`src/rtl/hw_store_ctrl.sv`:
```
module hw_store_ctrl #(
  parameter int TDELAY = 64
) (
  input  logic clk,
  input  logic rst_n,
  input  logic req_line_in,
  output logic req_line_oe,
  input  logic rd_req,
  input  logic wr_req,
  output logic arr_rd_en,
  output logic arr_wr_en,
  output logic store_start,
  input  logic store_done,
  input  logic recall_done
);
  localparam int CW = (TDELAY < 2) ? 1 : $clog2(TDELAY);
  localparam logic [CW-1:0] LAST = CW'(TDELAY - 1);

  typedef enum logic [1:0] {S_IDLE, S_GRACE, S_STORE, S_HOLD} st_t;

  st_t          st;
  logic [1:0]   sync;
  logic [CW-1:0] cnt;
  logic         dirty, dirty_nx, wr_act, start_q;

  wire line_hi = sync[1];
  wire req_low = !sync[1] && !req_line_oe;

  assign req_line_oe = (st == S_STORE);
  assign store_start = start_q;
  assign arr_rd_en   = rd_req && (st == S_IDLE || st == S_GRACE);
  assign arr_wr_en   = wr_req && (st == S_IDLE || (st == S_GRACE && wr_act));

  always_comb begin
    dirty_nx = dirty;
    if (arr_wr_en)                                       dirty_nx = 1'b1;
    else if (recall_done || (st == S_STORE && store_done)) dirty_nx = 1'b0;
  end

  always_ff @(posedge clk) begin
    if (!rst_n) begin
      sync    <= 2'b11;
      st      <= S_IDLE;
      cnt     <= '0;
      dirty   <= 1'b0;
      wr_act  <= 1'b0;
      start_q <= 1'b0;
    end else begin
      sync    <= {sync[0], req_line_in};
      wr_act  <= arr_wr_en;
      dirty   <= dirty_nx;
      start_q <= 1'b0;
      case (st)
        S_IDLE: if (req_low) begin
          st  <= S_GRACE;
          cnt <= '0;
        end
        S_GRACE: begin
          if (cnt == LAST) begin
            if (dirty_nx) begin
              st      <= S_STORE;
              start_q <= 1'b1;
            end else begin
              st <= S_HOLD;
            end
          end else begin
            cnt <= cnt + 1'b1;
          end
        end
        S_STORE: if (store_done) st <= S_HOLD;
        default: if (line_hi) st <= S_IDLE;
      endcase
    end
  end

  a_r7_busy_closes_array: assert property (@(posedge clk) disable iff (!rst_n)
    req_line_oe |-> (!arr_wr_en && !arr_rd_en));

  a_r6_start_drives_busy: assert property (@(posedge clk) disable iff (!rst_n)
    store_start |-> req_line_oe);

  a_r3_start_needs_dirty: assert property (@(posedge clk) disable iff (!rst_n)
    store_start |-> dirty);

  a_r6_busy_held_until_done: assert property (@(posedge clk) disable iff (!rst_n)
    (req_line_oe && !store_done) |=> req_line_oe);

  a_r7_closed_after_release: assert property (@(posedge clk) disable iff (!rst_n)
    $fell(req_line_oe) |-> (!arr_wr_en && !arr_rd_en));

  a_r5_no_fresh_write: assert property (@(posedge clk) disable iff (!rst_n)
    (st != S_IDLE && !$past(arr_wr_en)) |-> !arr_wr_en);

  a_r2_start_is_pulse: assert property (@(posedge clk) disable iff (!rst_n)
    store_start |=> !store_start);
endmodule

```
`config.mk`:
```
export PLATFORM = sky130hd
export DESIGN_NAME = hw_store_ctrl
export DESIGN_NICKNAME = d
export VERILOG_FILES = /design/src/rtl/hw_store_ctrl.sv
export SDC_FILE = /design/constraint.sdc
export NUM_CORES = 1
export LEC_CHECK = 0
export BUFFER_PORTS_ARGS = -buffer_cell sky130_fd_sc_hd__buf_2
export CORE_AREA = 4 4 41 43
export CTS_CLUSTER_DIAMETER = 100
export DETAILED_ROUTE_END_ITERATION = 8
export DIE_AREA = 0 0 45 47
export PLACE_DENSITY = 0.73
export SYNTH_ARGS = -nofsm -noshare
export SYNTH_HDL_FRONTEND = slang
export SYNTH_SLANG_ARGS = --single-unit
```
`constraint.sdc`:
```
create_clock -name clk -period 3.1 [get_ports clk]
set_clock_uncertainty 0.1 [all_clocks]
set_input_delay 0.62 -clock clk [delete_from_list [all_inputs] [get_ports clk]]
set_output_delay 0.62 -clock clk [all_outputs]
set_load 0.01 [all_outputs]
```
==> results of run 1 <==
power by group through the flow:
stage                     Clock (mW)  Combinational (mW)  Sequential (mW)
after floorplan                    0               0.218            0.202
after global placement             0               0.256            0.204
after detailed placement           0               0.260            0.206
after CTS                      0.110               0.261            0.202
after global routing           0.116               0.294            0.205
final                          0.109               0.261            0.202
flip-flops by register name, indices dropped and copies added (netlist names):
register	flops
dirty	1
cnt	6
store_start	1
sync	2
st	2
wr_act	1
stage by stage:
step | util | cells | cell area, µm² | setup WS, ns
3_3_place_gp | 0.563 | 94 | 732 | 1.15
6_report | 0.583 | 98 | 758 | 0.781
4_1_cts | 0.583 | 98 | 758 | 0.771
5_1_grt | 0.583 | 98 | 758 | 0.610
2_1_floorplan | - | 71 | 674 | 1.35
3_5_place_dp | 0.563 | 94 | 732 | 1.08
Yosys cell counts, drive strengths merged:
cell type	count
dfxtp	13
nand2	9
a21oi	6
ha	5
inv	4
nand2b	4
nand3	4
o21a	3
o32ai	3
a311o	2
and4	2
mux2i	2
nor2b	2
o21ai	2
a221o	1
and2	1
buf	1
clkbuf	1
nand3b	1
nand4b	1
nor2	1
nor4	1
o211ai	1
o41ai	1
cell families after synthesis:
family | share of synthesized area
muxes | 0.0297
adders and majority gates | 0.0928
AOI/OAI and AO/OA | 0.228
and+or+nand+nor | 0.224
buffers and inverters | 0.0390
DFF | 0.386
how the worst max path moves through the flow:
stage	start	depth (start not counted)	endpoint
finish	st[1]	5	arr_wr_en
global route	st[1]	5	arr_wr_en
CTS	st[1]	5	arr_wr_en
detailed placement	st[1]	5	arr_wr_en
global placement	st[1]	5	arr_wr_en
floorplan	st[0]	6	cnt[5]
cells in the final DEF, fill, tap and decap left out:
cell	Yosys	layout
and4_4	1	1
a21oi_2	1	1
nor2_1	1	1
nand3_1	4	4
a311o_4	1	1
dfxtp_1	13	13
clkbuf_4	0	3
mux2i_1	2	2
buf_2	0	10
inv_1	4	4
and4_2	1	1
nand4b_2	1	1
a21oi_1	5	5
nor4_1	1	1
o41ai_1	1	1
a221o_1	1	1
a311o_1	1	1
ha_1	5	5
o32ai_1	3	3
o21ai_0	2	2
nand2b_1	4	4
o21a_1	3	3
nand2_1	9	9
and2_1	1	1
clkbuf_1	1	1
nand3b_1	1	1
nor2b_1	2	2
o211ai_2	1	1
layer usage:
metal  track usage  vias to the layer above
met3        0.0230                        6
met4         0.105                        0
met5             0                        -
li1              -                      285
met1         0.166                      245
met2         0.223                       12
final cells by class:
class | count | area [µm²] | share of cell area
multi-input cells | 52 | 388 | 0.512
flip-flops and latches | 13 | 260 | 0.343
repair buffers | 10 | 50.0 | 0.0660
clock buffers | 4 | 26.3 | 0.0347
well taps | 15 | 18.8 | 0.0248
inverters | 4 | 15.0 | 0.0198
==> metrics.md, run 1 <==
| Metric | Value |
|---|---|
| Cell Rows | `13` |
| Final WL | `1270 µm` |
| Max_cap viols | `0` |
| Worst Path Arrival | `1.60 ns` |
| Total Power | `0.572 mW` |
| Cells on worst reg2reg path | `6` |
| CP Launch Type | `flip-flop` |
| Core Box Area | `0.00130 mm²` |
| Via/cell ratio | `around 5.6` |
| Switching pwr | `between 0.2 and 0.25 mW` |
| Setup TNS | `0 ns` |
| Tcrit/Tclk final | `0.748` |
| Synth Cell Area | `674 µm²` |
| Fillers | `128` |
| PostCTS Resize Cnt | `0` |
| Sw Ratio | `0.381` |
| Met3 wire length | `46 µm` |
| Fin. Hold Viols | `0` |
| Antenna Nets Post-Route | `0` |
| Synth top area share | `0.386` |
| Largest net degree at the start of global routing | `16` |
| Slew Limit Fails | `0` |
| Cell taking the most area after synthesis | `dfxtp_1` |
| Worst-Skew Late Latency | `0.28 ns` |
| Nets@finish | `96` |
| Top layer in use | `met4` |
| Htree depth | `1` |
| Number of synthesized register bits | `13` |
| CTS tree | `built` |
| Slack of the worst reg-to-reg path | `1.27 ns` |
| Initial drt markers | `11` |
| Endpoints failing setup | `0` |
| Critical path type | `reg -> out` |
| Initial Utilization | `0.518` |
| CTS Hold Bufs | `0` |
| Worst reg2reg startpoint | `st[1]` |
| Initial antenna violation count | `0` |
| Status | `finished clean` |
| Hold Startpoint | `sync[0]` |
| First-pass GRT wire length | `roughly 2100 µm` |
| Yosys cell types | `27` |
| Leak | `0.302 nW` |
| Hold Path Cell Cnt | `1` |
| Flop pwr share | `0.353` |
| Final HPWL DP | `935 µm` |
| CP Capture Type | `output port` |
| Hold Path End | `sync[1]` |
| CP top delay family | `adder cells` |
| Worst-Margin Slew | `0.444 ns` |
| DRC | `0` |
| Worst vdd ir | `between 0.0005 and 0.0006 V` |
| Total CTS buffers | `3` |
| Top post-synthesis cells by area | `dfxtp_1 39%, ha_1 9.3%, nand2_1 5.0%` |
| Top-level I/O count | `11` |
| Worst Path Buf+Inv | `2` |
| Share of cells above drive strength 1 | `0.229` |
| Root Driver | `clkbuf_4` |
| Tmin final | `2.32 ns` |
| Worst EP required | `2.38 ns` |
| Clock transition at path regs | `around 0.080 ns` |
| Via count | `548` |
| Max-Slew Margin vs Limit | `0.704` |
| Avg Cell Area, Syn | `~9.5 µm²` |
| DR pass1 iterations | `4` |
| DR WL met2 | `577 µm` |
| Number of global-route vias before repair | `between 500 and 600` |
| Logic gate share of total power | `0.457` |
| Cell-by-cell trace of the critical path | `inv_1, ha_1, a21oi_1, nor2b_1, buf_2` |
| Placer Congestion | `0.721` |
| Net Count, Synth | `between 80 and 90` |
| Power share of the clock group | `0.190` |
| Met1 wire length | `610 µm` |
| RR Endpoint | `cnt[5]` |
| DIE AREA | `0.00212 mm²` |
| Die Ht | `47 µm` |
| Crit path max-delay cell type | `ha_1` |
| YS warnings | `0` |
| Internal | `about 0.35 mW` |
| Pwr Density | `754 mW/mm²` |
| Achievable Freq | `431 MHz` |
| Fin Hold WS | `between 0.3 and 0.4 ns` |
| GR Util All Layers | `0.139` |
| Ant diodes | `0` |
| Grt ovf | `0` |
| Post CTS Setup Buffer Count | `0` |
| Top fanout value on the critical path | `12` |
| Min-delay worst type | `reg -> reg` |
| Synth Instances | `71` |
| I/O Buffers | `10` |
| Sink Count | `13` |
| Layout area overhead | `12.4%` |
| Slowest cell delay on critical path | `0.43 ns` |
| WL/cell | `13.0 µm` |
| Max clock buf depth | `2` |
| Seq/Total Area, Yosys | `0.386` |
| Die W | `around 45 µm` |
| RSZ-0062 raised after global routing | `no` |
No activity file was read; power rests on OpenSTA's default activity.
==> run 2: changes to the inputs <==
Settings changed: CORE_AREA 4 4 41 43 to default, CORE_MARGIN from default to 4, CORE_UTILIZATION from default to 47, DIE_AREA 0 0 45 47 to default, PLACE_DENSITY 0.73 to 0.71.
Clock period 3.1 ns to 1.9 ns, I/O delays scaled along.
==> run 2 against run 1 <==
Effect of this change:
- utilization rose by 4.2 points
- total power rose by 82%
- sequential share of layout area fell by 2.8 points
- sequential power rose by 67%
- die area fell by 0.47%
- via count rose by 3.8%
- non-clock buffer count rose by 5
- design area rose by 9.9%
- combinational power rose by 110%
- worst setup slack got worse by 0.68 ns
- sequential cell count did not move
- critical path type is now reg -> reg
- largest cell class unchanged
- largest power group unchanged
==> metrics.md, run 2 (synthesis results as in run 1) <==
| Metric | Value |
|---|---|
| Status | `finished clean` |
| Leak | `roughly 0.34 nW` |
| Commonest cells after routing, fill and taps aside | `11 x dfxtp_1, 10 x buf_2, 9 x nand2_1, 5 x a21oi_1, 5 x buf_4` |
| M1 GR Usage | `0.173` |
| Biggest regs | `cnt (6), st (2), sync (2)` |
| Total Power | `1.04 mW` |
| CTS Hold Bufs | `0` |
| CP Launch Type | `flip-flop` |
| Grt ovf | `0` |
| Worst Path Arrival | `~1.9 ns` |
| CTS tree | `built` |
| Die Ht | `45.9 µm` |
| Tcrit/Tclk final | `0.947` |
| GR Util All Layers | `0.141` |
| Fin. Hold Viols | `0` |
| Cell Rows | `13` |
| Htree depth | `1` |
| Slew Limit Fails | `0` |
| Min-delay worst type | `in -> reg` |
| Final HPWL DP | `between 900 and 1000 µm` |
| Share of cells above drive strength 1 | `0.341` |
| Core Box Area | `about 0.0013 mm²` |
| Via/cell ratio | `5.52` |
| Crit path setup slack, layout | `0.100 ns` |
| RSZ-0062 raised after global routing | `no` |
| Crit path max-delay cell type | `a311o_4` |
| Top reg by flops | `cnt` |
| Worst vdd ir | `0.000718 V` |
| Pwr Density | `around 1200 mW/mm²` |
| Most common cell after layout, fill and taps aside | `dfxtp_1` |
| Max clock buf depth | `2` |
| Nets@finish | `101` |
| Post-Layout Cell Count | `between 100 and 150` |
| Endpoints failing setup | `0` |
| Met2 usage | `0.217` |
| Worst-Skew Late Latency | `about 0.27 ns` |
| Max reg flops | `6` |
| Initial antenna violation count | `0` |
| Top-level I/O count | `11` |
| Total CTS buffers | `3` |
| Met3 usage | `0.0593` |
| Hold Path Cell Cnt | `2` |
| Sink Count | `13` |
| Layout area overhead | `23.6%` |
| Ant diodes | `0` |
| Slack of the worst reg-to-reg path | `~0.1 ns` |
| RR Endpoint | `cnt[5]` |
| Number of global-route vias before repair | `532` |
| Inst Count DP | `96` |
| DR pass1 iterations | `4` |
| CP Capture Type | `flip-flop` |
| Worst EP required | `roughly 2 ns` |
| I/O Buffers | `10` |
| Initial drt markers | `17` |
| Hold Path End | `sync[0]` |
| Gr busiest metal | `met2` |
| Fillers | `130` |
| Final WL | `1360 µm` |
| Clock transition at path regs | `~0.07 ns` |
| WL/cell | `between 10 and 15 µm` |
| Util after Layout | `0.625` |
| Worst reg2reg startpoint | `st[0]` |
| Antenna Nets Post-Route | `0` |
| First-pass GRT wire length | `2140 µm` |
| Placer Congestion | `0.744` |
| DIE AREA | `~0.0021 mm²` |
| Slowest cell delay on critical path | `0.41 ns` |
| Tmin final | `about 1.8 ns` |
| Initial Utilization | `0.506` |
| Hold Startpoint | `req_line_in` |
| Max-Slew Margin vs Limit | `0.840` |
| Max_cap viols | `0` |
| Cells on worst reg2reg path | `6` |
| Setup TNS | `0 ns` |
| DRC | `0` |
| Die W | `around 46 µm` |
| DP Worst Slack | `around 0.075 ns` |
| Critical path type | `reg -> reg` |
| Root Driver | `clkbuf_4` |
| Achievable Freq | `556 MHz` |
| Cell-by-cell trace of the critical path | `inv_1, ha_1, o21a_1, a311o_4, o211ai_2, o41ai_2` |
| Worst-Margin Slew | `0.239 ns` |
| Top fanout value on the critical path | `6` |
| Via count | `~570` |
| Largest net degree at the start of global routing | `15` |
==> run 2: cell count changes in the layout (fill, tap and decap cells not counted), moves of 2 or more <==
cell | previous run | this run
buf_4 | 0 | 5
dfxtp_1 | 13 | 11
dfxtp_2 | 0 | 2
ha_1 | 5 | 3
ha_4 | 0 | 2
==> run 2: per-stage QoR <==
| step | hold WS (ns) | area, µm² |
|---|---|---|
| 3_3_place_gp | 0.289 | 747 |
| 2_1_floorplan | 0.286 | 674 |
| 4_1_cts | 0.183 | 776 |
| 6_report | 0.189 | 833 |
| 5_1_grt | 0.198 | 833 |
| 3_5_place_dp | 0.300 | 747 |
==> run 2: layout make-up <==
class,count,area (µm²),area share
flip-flops and latches,13,263,0.315
repair buffers,15,87.6,0.105
multi-input cells,52,423,0.508
well taps,15,18.8,0.0225
inverters,4,15.0,0.0180
clock buffers,4,26.3,0.0315
==> run 2: what timing repair did <==
| item | CTS | global route |
|---|---|---|
| endpoints found under the setup margin | 2 | 2 |
| resized for setup | 1 | 7 |
| setup buffers | 0 | 3 |
==> run 2: report_power, final <==
| group | switching [mW] | internal [mW] | leakage (nW) | total (mW) |
|---|---|---|---|---|
| Combinational | 0.268 | 0.268 | 0.214 | 0.536 |
| Clock | 0.0848 | 0.0814 | 0.0150 | 0.166 |
| Sequential | 0.0303 | 0.308 | 0.107 | 0.338 |
| Total | 0.383 | 0.657 | 0.336 | 1.04 |
==> run 2: worst max-delay path: cells and delay by family, from the launching register on <==
family	cells	cell delay, ns
buf+inv	1	0.10
compound gates	4	0.89
fa+ha+maj	1	0.22
flops	1	0.38
==> run 2: worst max path at each step <==
stage | start | end | slack (ns)
6_report | st[0] | cnt[5] | 0.10
5_1_grt | st[1] | arr_wr_en | 0.001
4_1_cts | st[1] | arr_wr_en | -0.06
3_5_place_dp | st[1] | cnt[5] | 0.07
3_3_place_gp | st[1] | st[0] | 0.15
2_1_floorplan | st[0] | cnt[5] | 0.15
==> run 2: layer usage <==
layer  wire length, µm  vias up
li1                  -      296
met4                10        0
met2               626       15
met5                 0        -
met3                90        2
met1               628      256
==> run 3: changes to the inputs <==
Settings changed: CELL_PAD_IN_SITES_DETAIL_PLACEMENT from default to 1, CELL_PAD_IN_SITES_GLOBAL_PLACEMENT from default to 1, CORE_UTILIZATION 47 to 36, PLACE_DENSITY 0.71 to default, PLACE_DENSITY_LB_ADDON from default to 0.1.
==> run 3 against run 2 <==
Effect of this change:
- clock-buffer cell count unchanged
- design area up 0.15%
- via count shrank 1.9%
- critical path type is now reg -> out
- largest cell class unchanged
- largest power group unchanged
- highest routed layer unchanged
==> metrics.md, run 3 (synthesis results as in run 1) <==
| Metric | Value |
|---|---|
| Number of global-route vias before repair | `547` |
| Critical path type | `reg -> out` |
| Ant diodes | `0` |
| Final WL | `1470 µm` |
| Largest net degree at the start of global routing | `15` |
| Final HPWL DP | `~1000 µm` |
| Max reg flops | `6` |
| DRC | `0` |
| Initial Utilization | `0.386` |
| Min-delay worst type | `in -> reg` |
| Top-level I/O count | `11` |
| Post-place instance area | `759 µm²` |
| Tcrit/Tclk final | `0.955` |
| Pwr Density | `roughly 1200 mW/mm²` |
| Cell Rows | `15` |
| Worst Path Arrival | `about 1.3 ns` |
| DIE AREA | `0.00263 mm²` |
| Commonest cells after routing, fill and taps aside | `12 x dfxtp_1, 10 x buf_2, 9 x nand2_1, 5 x a21oi_1, 5 x buf_4` |
| Sequential cell area | `262 µm²` |
| First-pass GRT wire length | `2370 µm` |
| Initial antenna violation count | `0` |
| Fin Hold WS | `0.174 ns` |
| Total CTS buffers | `3` |
| Nets@finish | `101` |
| Fillers | `220` |
| Initial drt markers | `8` |
| Die Ht | `51.3 µm` |
| Worst-Skew Late Latency | `0.29 ns` |
| Most common cell after layout, fill and taps aside | `dfxtp_1` |
| Leak | `0.330 nW` |
| CTS tree | `built` |
| Max-Slew Margin vs Limit | `0.807` |
| Tmin final | `~1.8 ns` |
| Slew Limit Fails | `0` |
| Core Box Area | `0.00175 mm²` |
| Share of cells above drive strength 1 | `0.318` |
| DR pass1 iterations | `4` |
| Biggest regs | `cnt (6), st (2), sync (2)` |
| Top reg by flops | `cnt` |
| GR Util All Layers | `0.125` |
| Max clock buf depth | `2` |
| CTS Hold Bufs | `0` |
| Max_cap viols | `0` |
| Antenna Nets Post-Route | `0` |
| CP Launch Type | `flip-flop` |
| Status | `finished clean` |
| Root Driver | `clkbuf_4` |
| Multi-input logic area | `413 µm²` |
| Die W | `51.3 µm` |
| Total Power | `1.04 mW` |
| Via/cell ratio | `4.94` |
| Layout area overhead | `23.7%` |
| Via count | `558` |
| Clock transition at path regs | `0.08 ns` |
| Worst-Margin Slew | `0.287 ns` |
| Fin. Hold Viols | `0` |
| WL/cell | `roughly 13 µm` |
| Worst vdd ir | `0.000608 V` |
| Htree depth | `1` |
| Grt ovf | `0` |
| Sink Count | `13` |
| Worst EP required | `1.42 ns` |
| Endpoints failing setup | `0` |
| Final non-filler cell area | `between 800 and 900 µm²` |
| I/O Buffers | `10` |
| Placer Congestion | `0.734` |
| Top fanout value on the critical path | `8` |
| CP Capture Type | `output port` |
| Achievable Freq | `around 550 MHz` |
==> run 3: cell counts in the layout (fill, tap and decap cells not counted) <==
Identical to the previous run, type by type.
==> run 3: per-layer routing <==
| layer | global-route usage | up-vias | wire (µm) |
|---|---|---|---|
| li1 | - | 293 | - |
| met1 | 0.156 | 250 | 753 |
| met2 | 0.172 | 11 | 614 |
| met3 | 0.0496 | 4 | 66 |
| met4 | 0.0873 | 0 | 39 |
| met5 | 0 | - | 0 |
==> run 3: layout make-up <==
cell class / count / share of cell area
Multi-Input combinational cell: 52 / 0.495
Sequential cell: 13 / 0.313
Timing Repair Buffer: 15 / 0.105
Tap cell: 25 / 0.0375
Clock buffer: 4 / 0.0315
Inverter: 4 / 0.0180
==> run 3: stage by stage <==
stage	setup TNS, ns	util	std cells	setup WS (ns)
3_3_place_gp	0	0.435	106	0.130
4_1_cts	0	0.459	110	0.0177
5_1_grt	-0.00900	0.478	113	-0.00900
3_5_place_dp	0	0.435	106	0.0848
6_report	0	0.478	113	0.0863
2_1_floorplan	0	-	71	0.151
==> run 3: path summary, 6_finish.rpt <==
path	from	to	slack [ns]	cells past startpoint
worst max-delay path	st[1]	arr_rd_en	0.09	5
worst min-delay path	req_line_in	sync[0]	0.17	2
worst max register to register	st[0]	cnt[5]	0.11	6
worst min register to register	sync[0]	sync[1]	0.33	1
==> run 3: critical path, cell delays in order, from the launching register on <==
cell	delay (ns)
dfxtp_1	0.39
inv_2	0.08
ha_4	0.19
nor2_1	0.18
nor2b_1	0.07
buf_2	0.14
==> run 3: report_power, final <==
part	total, mW	internal [mW]	switching (mW)
sequential	0.338	0.307	0.0315
clock	0.179	0.0817	0.0975
combinational	0.524	0.268	0.256
total	1.04	0.656	0.385
==> run 3: what timing repair did <==
item	4_1_cts	5_1_grt
pin swaps	0	1
setup endpoints to repair	2	2
gates resized for setup	4	2
buffers inserted	0	3
